`src/rtl/acq_timing_pkg.sv`:
```
package acq_timing_pkg;

  localparam int unsigned WORD_W_DEF   = 32;
  localparam int unsigned DED_IDX_DEF  = 11;
  localparam int unsigned AUX_BASE_DEF = 32;
  localparam int unsigned AUX_CNT_DEF  = 16;
  localparam int unsigned SHORT_DEF    = 4;
  localparam int unsigned LONG_DEF     = 10;

  // True when a mask position belongs to an external analog input.
  function automatic bit chan_is_external(input int unsigned idx,
                                          input int unsigned ded_idx,
                                          input int unsigned aux_base,
                                          input int unsigned aux_cnt);
    return (idx == ded_idx) || ((idx >= aux_base) && (idx < aux_base + aux_cnt));
  endfunction

endpackage

```
`src/rtl/acq_chan_decode.sv`:
```
module acq_chan_decode
  import acq_timing_pkg::*;
#(
  parameter int unsigned MASK_W   = 64,
  parameter int unsigned SEL_W    = 6,
  parameter int unsigned CNT_W    = 4,
  parameter int unsigned DED_IDX  = DED_IDX_DEF,
  parameter int unsigned AUX_BASE = AUX_BASE_DEF,
  parameter int unsigned AUX_CNT  = AUX_CNT_DEF,
  parameter int unsigned SHORT    = SHORT_DEF,
  parameter int unsigned LONG     = LONG_DEF
) (
  input  logic [SEL_W-1:0]  chan_sel,
  input  logic [MASK_W-1:0] ext_mask,
  input  logic [MASK_W-1:0] mode_mask,
  output logic              is_ext,
  output logic              use_bip,
  output logic [CNT_W-1:0]  acq_len
);

  localparam logic [CNT_W-1:0] SHORT_L = CNT_W'(SHORT);
  localparam logic [CNT_W-1:0] LONG_L  = CNT_W'(LONG);

  // Fixed map of positions that belong to external inputs.
  logic [MASK_W-1:0] ext_valid;

  for (genvar i = 0; i < MASK_W; i++) begin : g_valid
    assign ext_valid[i] = chan_is_external(i, DED_IDX, AUX_BASE, AUX_CNT);
  end

  always_comb begin
    is_ext  = ext_valid[chan_sel];
    use_bip = is_ext & mode_mask[chan_sel];
    acq_len = (is_ext & ext_mask[chan_sel]) ? LONG_L : SHORT_L;
  end

endmodule

```
`src/rtl/acq_counter.sv`:
```
module acq_counter #(
  parameter int unsigned CNT_W = 4,
  parameter int unsigned LONG  = 10
) (
  input  logic             clk,
  input  logic             rst,
  input  logic             load,
  input  logic [CNT_W-1:0] len,
  output logic             busy,
  output logic             done
);

  logic [CNT_W-1:0] remain;

  always_ff @(posedge clk) begin
    if (rst) begin
      remain <= '0;
      busy   <= 1'b0;
      done   <= 1'b0;
    end else if (load) begin
      remain <= len - CNT_W'(1);
      busy   <= 1'b1;
      done   <= 1'b0;
    end else if (busy) begin
      if (remain == '0) begin
        busy <= 1'b0;
        done <= 1'b1;
      end else begin
        remain <= remain - CNT_W'(1);
        done   <= 1'b0;
      end
    end else begin
      done <= 1'b0;
    end
  end

  AST_DONE_ONE_CYCLE: assert property (@(posedge clk) disable iff (rst)
    done |=> !done);

  AST_DONE_AFTER_BUSY: assert property (@(posedge clk) disable iff (rst)
    done |-> $past(busy));

  AST_RESTART_NO_DONE: assert property (@(posedge clk) disable iff (rst)
    load |=> (!done && busy));

  AST_COUNT_RANGE: assert property (@(posedge clk) disable iff (rst)
    busy |-> (remain < CNT_W'(LONG)));

endmodule

```
`src/rtl/acq_timing_ctrl.sv`:
```
module acq_timing_ctrl
  import acq_timing_pkg::*;
#(
  parameter int unsigned WORD_W   = WORD_W_DEF,
  parameter int unsigned DED_IDX  = DED_IDX_DEF,
  parameter int unsigned AUX_BASE = AUX_BASE_DEF,
  parameter int unsigned AUX_CNT  = AUX_CNT_DEF,
  parameter int unsigned SHORT    = SHORT_DEF,
  parameter int unsigned LONG     = LONG_DEF,
  localparam int unsigned MASK_W  = 2 * WORD_W,
  localparam int unsigned SEL_W   = $clog2(MASK_W),
  localparam int unsigned CNT_W   = $clog2(LONG + 1)
) (
  input  logic              clk,
  input  logic              rst,
  input  logic              acq_start,
  input  logic [SEL_W-1:0]  chan_sel,
  input  logic [MASK_W-1:0] ext_mask,
  input  logic [MASK_W-1:0] mode_mask,
  output logic              acq_done,
  output logic              bipolar
);

  logic             is_ext;
  logic             use_bip;
  logic [CNT_W-1:0] acq_len;
  logic             busy;

  acq_chan_decode #(
    .MASK_W(MASK_W), .SEL_W(SEL_W), .CNT_W(CNT_W),
    .DED_IDX(DED_IDX), .AUX_BASE(AUX_BASE), .AUX_CNT(AUX_CNT),
    .SHORT(SHORT), .LONG(LONG)
  ) u_decode (
    .chan_sel (chan_sel),
    .ext_mask (ext_mask),
    .mode_mask(mode_mask),
    .is_ext   (is_ext),
    .use_bip  (use_bip),
    .acq_len  (acq_len)
  );

  acq_counter #(.CNT_W(CNT_W), .LONG(LONG)) u_count (
    .clk (clk),
    .rst (rst),
    .load(acq_start),
    .len (acq_len),
    .busy(busy),
    .done(acq_done)
  );

  always_ff @(posedge clk) begin
    if (rst)            bipolar <= 1'b0;
    else if (acq_start) bipolar <= use_bip;
  end

  AST_BIPOLAR_HELD: assert property (@(posedge clk) disable iff (rst)
    !acq_start |=> $stable(bipolar));

  AST_INTERNAL_UNIPOLAR: assert property (@(posedge clk) disable iff (rst)
    (acq_start && !is_ext) |=> !bipolar);

  AST_INTERNAL_SHORT: assert property (@(posedge clk) disable iff (rst)
    (acq_start && !is_ext) |-> (acq_len == CNT_W'(SHORT)));

  AST_BIPOLAR_FOLLOWS_MODE: assert property (@(posedge clk) disable iff (rst)
    (acq_start && is_ext) |=> (bipolar == $past(mode_mask[chan_sel])));

endmodule

```
`config.mk`:
```
export PLATFORM = sky130hd
export DESIGN_NAME = acq_timing_ctrl
export DESIGN_NICKNAME = d
export VERILOG_FILES = /design/src/rtl/acq_timing_pkg.sv /design/src/rtl/acq_chan_decode.sv /design/src/rtl/acq_counter.sv /design/src/rtl/acq_timing_ctrl.sv
export SDC_FILE = /design/constraint.sdc
export NUM_CORES = 1
export LEC_CHECK = 0
export BUFFER_PORTS_ARGS = -buffer_cell sky130_fd_sc_hd__buf_2
export CORE_UTILIZATION = 26
export CTS_BUF_LIST = sky130_fd_sc_hd__clkbuf_16
export DETAILED_ROUTE_END_ITERATION = 8
export GPL_ROUTABILITY_DRIVEN = 0
export PLACE_DENSITY_LB_ADDON = 0.12
export SLEW_MARGIN = 10
export SYNTH_ARGS = -nofsm -noshare
export SYNTH_HDL_FRONTEND = slang
export SYNTH_HIERARCHICAL = 1
export SYNTH_SLANG_ARGS = --single-unit
```
`constraint.sdc`:
```
create_clock -name clk -period 2.75 [get_ports clk]
set_input_delay 0.1375 -clock clk [delete_from_list [all_inputs] [get_ports clk]]
set_output_delay 0.1375 -clock clk [all_outputs]
set_load 0.01 [all_outputs]
```
## Yosys cells after proc, flatten, opt, wreduce, memory -nomap -nowiden

Memory sizes are Yosys's and may differ from the RTL's.
Index checks and enable logic that the tools add are counted.

| operators by class | value |
|---|---|
| bitwise logic cells | 3 |
| reduce and logical (&&, ||, !) cells | 4 |
| eq/ne operators | 1 |
| div/mod/pow operators | 0 |
| shift-type cells | 0 |
| add/subtract/negate cells | 2 |
| order comparisons | 1 |
| muxes and demuxes | 13 |
| multiply operators | 0 |

Operators with widths:

| kind | number |
|---|---|
| 2-to-1 mux 4 bit | 4 |
| binary-select mux 1 bit (select 6 bit) | 2 |
| subtractor 4 x 1 -> 4 bit, second input constant | 2 |
| < comparator 6 x 7 -> 1 bit, second input constant | 1 |
| 2-to-1 mux 1 bit | 7 |
| zero test 4 bit | 1 |
| OR reduction 3 bit | 1 |
| AND 1 bit | 2 |
| != test 2 bit, second input constant | 1 |
| AND reduction 2 bit | 1 |
| nonzero test 2 bit | 1 |
| NOT 1 bit | 1 |

| storage, ports and cells | value |
|---|---|
| register bits | 7 |
| bits of input ports | 137 |
| word-level logic and storage cells | 29 |
| latch bits | 0 |
| ROM bits | 64 |
| memories kept | 1 |
| bits in writable memories | 0 |

Memories:

| name | words | bits a word | read ports | clocked after memory_dff | write ports | RTL line | text |
|---|---|---|---|---|---|---|---|
| (no name shown) | 64 | 1 | 1 | 0 | 0 | acq_chan_decode.sv:32 | `is_ext = ext_valid[chan_sel];` |

## Longest topological paths before layout

Gate-level depths: netlist of run 1.

| logic depth | value |
|---|---|
| depth in word-level cells | 6 |
| mapped depth | 10 |
| depth with buffers taken out | 9 |

## Cells and area by module

Netlist of run 1, hierarchy kept.

By module, submodules not included:

| module | times used | cells each | area each (um^2) |
|---|---|---|---|
| acq_chan_decode | 1 | 41 | 387.9 |
| acq_counter | 1 | 34 | 322.8 |
| acq_timing_ctrl | 1 | 3 | 33.8 |

## Worst setup path before layout of run 1

OpenSTA, ideal clock, no wires.

| path | value |
|---|---|
| path type | input-to-reg |
| from | input chan_sel[0] |
| to | register u_count.remain[2] |
| setup slack | 0.548 ns |
| data required time | 2.655 ns |
| stages | 10 |
| data arrival time | 2.106 ns |
| buffers on the path | 1 |
| cell sequence | buf_6 mux4_2 mux2i_1 nor2b_1 a221o_1 mux2i_1 ha_1 nand2_1 or3_1 a221oi_1 |

| between the ends | value |
|---|---|
| longest elaborated chain between the ends | 6 |

RTL lines:

| what | RTL line | text |
|---|---|---|
| start: declaration | acq_timing_ctrl.sv:17 | `input logic [SEL_W-1:0] chan_sel,` |
| memory (64 x 1 bit) / binary-select mux 1 bit (select 6 bit) (equally long branches) | -- |  |
| 2-to-1 mux 1 bit (on tied branches) | acq_chan_decode.sv:32, acq_chan_decode.sv:34 |  |
| AND 1 bit (*) | acq_chan_decode.sv:34 | `acq_len = (is_ext & ext_mask[chan_sel]) ? LONG_L : SHORT_L;` |
| 2-to-1 mux 4 bit (*) | acq_chan_decode.sv:34 |  |
| named net acq_len[1] | acq_timing_ctrl.sv:26 | `logic [CNT_W-1:0] acq_len;` |
| subtractor 4 x 1 -> 4 bit (*) | acq_counter.sv:21 | `remain <= len - CNT_W'(1);` |
| 2-to-1 mux 4 bit (*) | acq_counter.sv:20 | `end else if (load) begin` |
| end signal: assignment | acq_counter.sv:21 |  |
| end signal: assignment | acq_counter.sv:29 | `remain <= remain - CNT_W'(1);` |
| end: declaration | acq_counter.sv:13 | `logic [CNT_W-1:0] remain;` |

The timed path passes the listed nets; every way through them passes the cells marked *. The select of a mux whose other input is x is not followed.
A chain may end at the register's enable or synchronous reset.

## Worst setup path in the final report of run 1

Ends and elaborated chain as after synthesis.

==> flow_metrics.py, run 1 <==
metrics = {
    "run_status": {
        "status": "finished clean",
    },
    "clock_tree": {
        "cts_max_level": 1,
        "cts_tree": "built",
        "clk_pin_slew_ns": 0.04,
        "cts_setup_buffers": 0,
        "worstSkewPairLatency_ns": 0.23,
        "clock_tree.buffer_depth": 2,
        "quantity_of_gates_resized_following_cts": 0,
        "ctsHoldBuffers": 0,
        "cts-root-buf": "sky130_fd_sc_hd__clkbuf_16",
        "tritoncts_num_sinks": 7,
        "cts_made_buffers": 3,
    },
    "route": {
        "dr.pass1.iters": 4,
        "detail-route-antenna-nets": 0,
        "drt_iter0_markers": 18,
        "avgViaCountPerCell": 5.05,
        "drt_drc_violations_left": 0,
        "detailroute.via_count": 757,
        "route.met2.wl_um": 897,
        "finalWirelength_mm": 1.88,
        "routed-wl-met3_um": 134,
        "average_routed_wire_per_standard_cell_um": 12.5,
        "dr.max_layer_used": "met4",
        "route.layer.met1.wl_um": 827,
    },
    "sta": {
        "total_neg_setup_slack_ns": 0,
        "tightestPinTransition_ns": 0.547,
        "final.min_clock_period_ns": 2.24,
        "setup_viol_count_final": 0,
        "maxClockFrequency_ghz": 0.446,
        "timing.final.hold_violations": 0,
        "unrepaired_setup_endpoints_after_global_routing": "no",
        "relSlewSlack_pct": 62.6,
        "report.final.slew_viol_count": 0,
        "layout_worst_path_cycle_share_pct": 81.5,
        "fin_worst_skew_ns": 0.000943,
    },
    "placement": {
        "placement.io_buffers": 44,
        "post-place-cells": 146,
        "hpwl_mm": 1.62,
    },
    "power_and_ir_drop": {
        "power.density_nw_per_um2": 462,
        "ir_worst_vdd_v": 0.000393,
        "pleak_nw": 0.503,
        "total_power_mw": 0.479,
    },
    "logic_synthesis": {
        "syn_inst": 77,
        "synth_nets": 215,
        "post_synth.cell_area_avg_sq_um": 9.60,
        "synth.yosys.warnings": 6,
        "post_synth_instance_area_sq_um": 739,
    },
    "final_layout": {
        "layout.cells.most_common": "sky130_fd_sc_hd__buf_2",
        "multiInputGateArea_sq_um": 541,
        "n_antenna_cell": 0,
        "final_cells": 150,
        "layout-area-overhead-vs-synth_pct": 40.1,
        "filler_cell_count": 258,
        "final_nets": 259,
        "layout-drive-gt1-share_pct": 44.2,
        "final_cell_mix": "sky130_fd_sc_hd__buf_2, sky130_fd_sc_hd__mux2i_1, sky130_fd_sc_hd__dfxtp_1, sky130_fd_sc_hd__nor2_1, sky130_fd_sc_hd__inv_1",
        "seq_cell_area_sq_um": 140,
    },
    "floorplanning": {
        "chipHeight_um": 55.3,
        "die_footprint_sq_um": 3060,
        "floorplan.initialDensity_pct": 28.6,
        "placement_rows": 18,
        "floorplan.die.width_um": 55.3,
        "core_sq_um": 2590,
        "ios": 139,
    },
    "grt": {
        "groute.usage.overall_pct": 13.3,
        "grt_pass1_vias": 778,
        "grt_pass1_wl_mm": 3.19,
        "globalRoute.totalOverflow": 0,
        "grt_max_degree": 17,
        "antenna_found_initial": 0,
    },
    "hold_path": {
        "min_path_type": "input pin to register",
    },
    "worst_setup_path": {
        "required_ns": 2.88,
        "crit_chain": "buf_2, mux4_2, mux2i_1, nor2b_1, a221o_1, mux2i_1, ha_1, nand2_1, or3_1, a221oi_1",
        "worst_ep_arrival_time_ns": 2.37,
        "timing.setup.critical_path_class": "input pin to register",
        "crit_slowest_cell": "sky130_fd_sc_hd__mux4_2",
        "start_kind": "input pin",
        "critical-path-max-stage-delay_ns": 0.52,
        "path_common_cell": "sky130_fd_sc_hd__mux2i_1",
        "timing.critical_path.to_type": "register",
        "max_fo_critical_path": 10,
    },
    "flow_run": {
        "drv.max_cap_violation_count": 0,
    },
}
==> worst paths after layout <==
path / from / end / slack (ns) / cells past startpoint
worst max-delay path: chan_sel[0] / u_count/remain[2] / 0.51 / 10
worst min-delay path: rst / bipolar / 0.13 / 2
worst max register to register: u_count/remain[0] / u_count/remain[2] / 1.28 / 5
worst min register to register: bipolar / bipolar / 0.51 / 2
==> area by class of cell <==
class | instances | share of cell area (%)
Multi-Input combinational cell | 61 | 52.2
Timing Repair Buffer | 45 | 22.0
Sequential cell | 7 | 13.5
Clock buffer | 3 | 7.25
Tap cell | 30 | 3.62
Inverter | 3 | 1.09
Clock inverter | 1 | 0.362
==> flip-flops by register name (all words and copies together) (netlist names) <==
signal	count
bipolar	1
u_count/remain	4
u_count/done	1
u_count/busy	1
==> per-layer routing <==
| metal | GRT usage (%) | up-vias |
|---|---|---|
| li1 | - | 392 |
| met1 | 15.7 | 332 |
| met2 | 21.5 | 31 |
| met3 | 4.92 | 2 |
| met4 | 5.36 | 0 |
| met5 | 0 | - |
==> metrics by stage <==
stage	area (sq um)	utilization [%]	worst slack, ns	hold slack [ns]
after detailed placement	957	37.0	0.250	0.373
after global routing	1040	40.0	0.304	0.146
after floorplan	739	-	0.548	0.207
after global placement	957	37.0	0.273	0.369
after CTS	1040	40.0	0.488	0.133
final	1040	40.0	0.509	0.134
==> power by group <==
group,switching (mW),total (mW),leakage (nW),internal (mW)
Sequential,0.00901,0.120,0.0577,0.111
Clock,0.0527,0.241,0.0423,0.189
Combinational,0.0507,0.117,0.403,0.0666
==> critical path: cells and delay by family <==
kind,cells,cell delay (ns)
multiplexers,3,0.82
AO/OA/AOI/OAI,2,0.56
AND/OR/NAND/NOR,3,0.45
buffers and inverters,1,0.20
adder cells (fa/ha/maj),1,0.20
No activity file was read; power rests on OpenSTA's default activity.
==> inputs of run 2 (changes only) <==
--- a/config.mk
+++ b/config.mk
@@ -6,7 +6,7 @@
 export NUM_CORES = 1
 export LEC_CHECK = 0
 export BUFFER_PORTS_ARGS = -buffer_cell sky130_fd_sc_hd__buf_2
-export CORE_UTILIZATION = 26
+export CORE_UTILIZATION = 23
 export CTS_BUF_LIST = sky130_fd_sc_hd__clkbuf_16
 export DETAILED_ROUTE_END_ITERATION = 8
 export GPL_ROUTABILITY_DRIVEN = 0
==> constraint.sdc (replaced) <==
create_clock -name clk -period 1.85 [get_ports clk]
set_input_delay 0.0925 -clock clk [delete_from_list [all_inputs] [get_ports clk]]
set_output_delay 0.0925 -clock clk [all_outputs]
set_load 0.01 [all_outputs]
==> run 2 against run 1 <==
Compared with the run above:
- the run now ends with negative setup slack left
- combinational power increased by 79%
- sequential power grew 50%
- sequential share of layout area is 1.6 points lower
- flip-flop and latch count did not move
- via count up 7.7%
==> flow_metrics.py, run 2 (synthesis results as in run 1) <==
metrics = {
    "run_status": {
        "status": "complete, but fails checks",
        "failed_checks": "negative setup slack",
    },
    "final_layout": {
        "largest_register_ffs": 4,
        "filler_cell_count": 326,
        "layout.cells.most_common": "sky130_fd_sc_hd__buf_2",
        "final_nets": 270,
        "n_antenna_cell": 0,
        "layout.cell_area.non_filler_sq_um": 1170,
        "final_cell_mix": "sky130_fd_sc_hd__buf_2, sky130_fd_sc_hd__mux2i_1, sky130_fd_sc_hd__buf_4, sky130_fd_sc_hd__dfxtp_1, sky130_fd_sc_hd__nor2_1",
        "layout-drive-gt1-share_pct": 53.4,
        "max_flop_register": "u_count/remain",
        "layout-area-overhead-vs-synth_pct": 58.4,
    },
    "route": {
        "avgViaCountPerCell": 4.66,
        "detail-route-antenna-nets": 0,
        "drt_drc_violations_left": 0,
        "drt_iter0_markers": 13,
        "detailroute.via_count": 815,
        "dr.pass1.iters": 4,
        "average_routed_wire_per_standard_cell_um": 11.2,
        "finalWirelength_mm": 1.96,
    },
    "sta": {
        "timing.final.hold_violations": 0,
        "holdWs_ns": 0.103,
        "relSlewSlack_pct": 61.8,
        "maxClockFrequency_ghz": 0.510,
        "tightestPinTransition_ns": 0.558,
        "fin_worst_skew_ns": 0.00118,
        "unrepaired_setup_endpoints_after_global_routing": "yes",
        "final.min_clock_period_ns": 1.96,
        "setup_viol_count_final": 2,
        "layout_worst_path_cycle_share_pct": 106,
        "report.final.slew_viol_count": 0,
        "finalWorstSetupSlack_ns": -0.111,
    },
    "worst_setup_path": {
        "timing.critical_path.to_type": "register",
        "worst_ep_arrival_time_ns": 2.11,
        "r2r.worst_path.cells": 5,
        "timing.setup.critical_path_class": "input pin to register",
        "start_kind": "input pin",
        "required_ns": 2.00,
        "max_fo_critical_path": 3,
    },
    "grt": {
        "groute.usage.overall_pct": 12.6,
        "grtUsageMet3_pct": 2.20,
        "grt_pass1_vias": 823,
        "globalRoute.totalOverflow": 0,
        "grt_max_degree": 17,
        "grt_pass1_wl_mm": 3.35,
        "groute.layer.met2.usage_pct": 22.5,
        "busiest_layer": "met2",
        "antenna_found_initial": 0,
        "grt.met1_usage_pct": 14.5,
    },
    "clock_tree": {
        "cts_max_level": 1,
        "clk_pin_slew_ns": 0.04,
        "worstSkewPairLatency_ns": 0.23,
        "cts_made_buffers": 3,
        "cts_tree": "built",
        "cts-root-buf": "sky130_fd_sc_hd__clkbuf_16",
        "ctsHoldBuffers": 0,
        "clock_tree.buffer_depth": 2,
        "tritoncts_num_sinks": 7,
    },
    "power_and_ir_drop": {
        "ir_worst_vdd_v": 0.000235,
        "total_power_mw": 0.756,
        "pleak_nw": 0.565,
        "power.density_nw_per_um2": 645,
    },
    "placement": {
        "placement.io_buffers": 44,
        "place_area_sq_um": 1050,
        "hpwl_mm": 1.62,
        "post-place-ws_ns": -0.458,
    },
    "floorplanning": {
        "placement_rows": 20,
        "core_sq_um": 3050,
        "chipHeight_um": 58.7,
        "floorplan.die.width_um": 58.7,
        "floorplan.initialDensity_pct": 24.2,
        "ios": 139,
        "die_footprint_sq_um": 3450,
    },
    "hold_path": {
        "min_path_type": "input pin to register",
        "holdPathStages": 2,
    },
    "flow_run": {
        "drv.max_cap_violation_count": 0,
    },
}
==> run 2: worst max-delay path, stage by stage <==
cell and delay, ns:
sky130_fd_sc_hd__buf_8 0.08, sky130_fd_sc_hd__mux4_2 0.48, sky130_fd_sc_hd__mux2i_1 0.15, sky130_fd_sc_hd__nor2b_1 0.07, sky130_fd_sc_hd__a221o_1 0.28, sky130_fd_sc_hd__mux2i_1 0.15, sky130_fd_sc_hd__ha_2 0.20, sky130_fd_sc_hd__nand2_2 0.06
sky130_fd_sc_hd__or3_4 0.33, sky130_fd_sc_hd__a221oi_2 0.21
==> run 2: report_power, final <==
part | internal, mW | switching [mW] | leakage, nW
clock network | 0.281 | 0.0844 | 0.0423
registers | 0.165 | 0.0156 | 0.0577
logic | 0.124 | 0.0856 | 0.465
total | 0.570 | 0.186 | 0.565
==> run 2: final timing paths <==
check                                  startpoint           endpoint  slack, ns
worst max-delay path                  chan_sel[0]  u_count/remain[2]      -0.11
worst min-delay path                          rst  u_count/remain[2]       0.10
worst max register to register  u_count/remain[0]  u_count/remain[2]       0.41
worst min register to register            bipolar            bipolar       0.51
==> run 2: layout make-up <==
class	instances	area [sq um]	area share (%)
Sequential cell	7	140	12.0
Inverter	3	11.3	0.962
Multi-Input combinational cell	61	566	48.3
Timing Repair Buffer	56	320	27.4
Clock inverter	1	3.75	0.321
Tap cell	44	55.1	4.70
Clock buffer	3	75.1	6.41
==> run 2: routing by layer <==
metal / part of all wire, % / vias to the layer above / wire length, um
met5: 0 / - / 0
li1: - / 415 / -
met2: 48 / 38 / 950
met3: 7.1 / 0 / 140
met4: 0 / 0 / 0
met1: 44 / 362 / 873
==> run 2: metrics by stage <==
step / std cells / setup TNS (ns) / utilization [%]
finish: 175 / -0.181 / 38.4
floorplan: 77 / -0.466 / -
detailed placement: 169 / -0.959 / 34.4
global placement: 169 / -0.800 / 34.4
CTS: 175 / -0.272 / 38.2
global route: 175 / -0.372 / 38.4
==> run 2: repair_timing <==
action,4_1_cts,5_1_grt
gates resized for setup,6,1
setup buffers,2,0
pin swaps,5,2
setup endpoints to repair,2,2
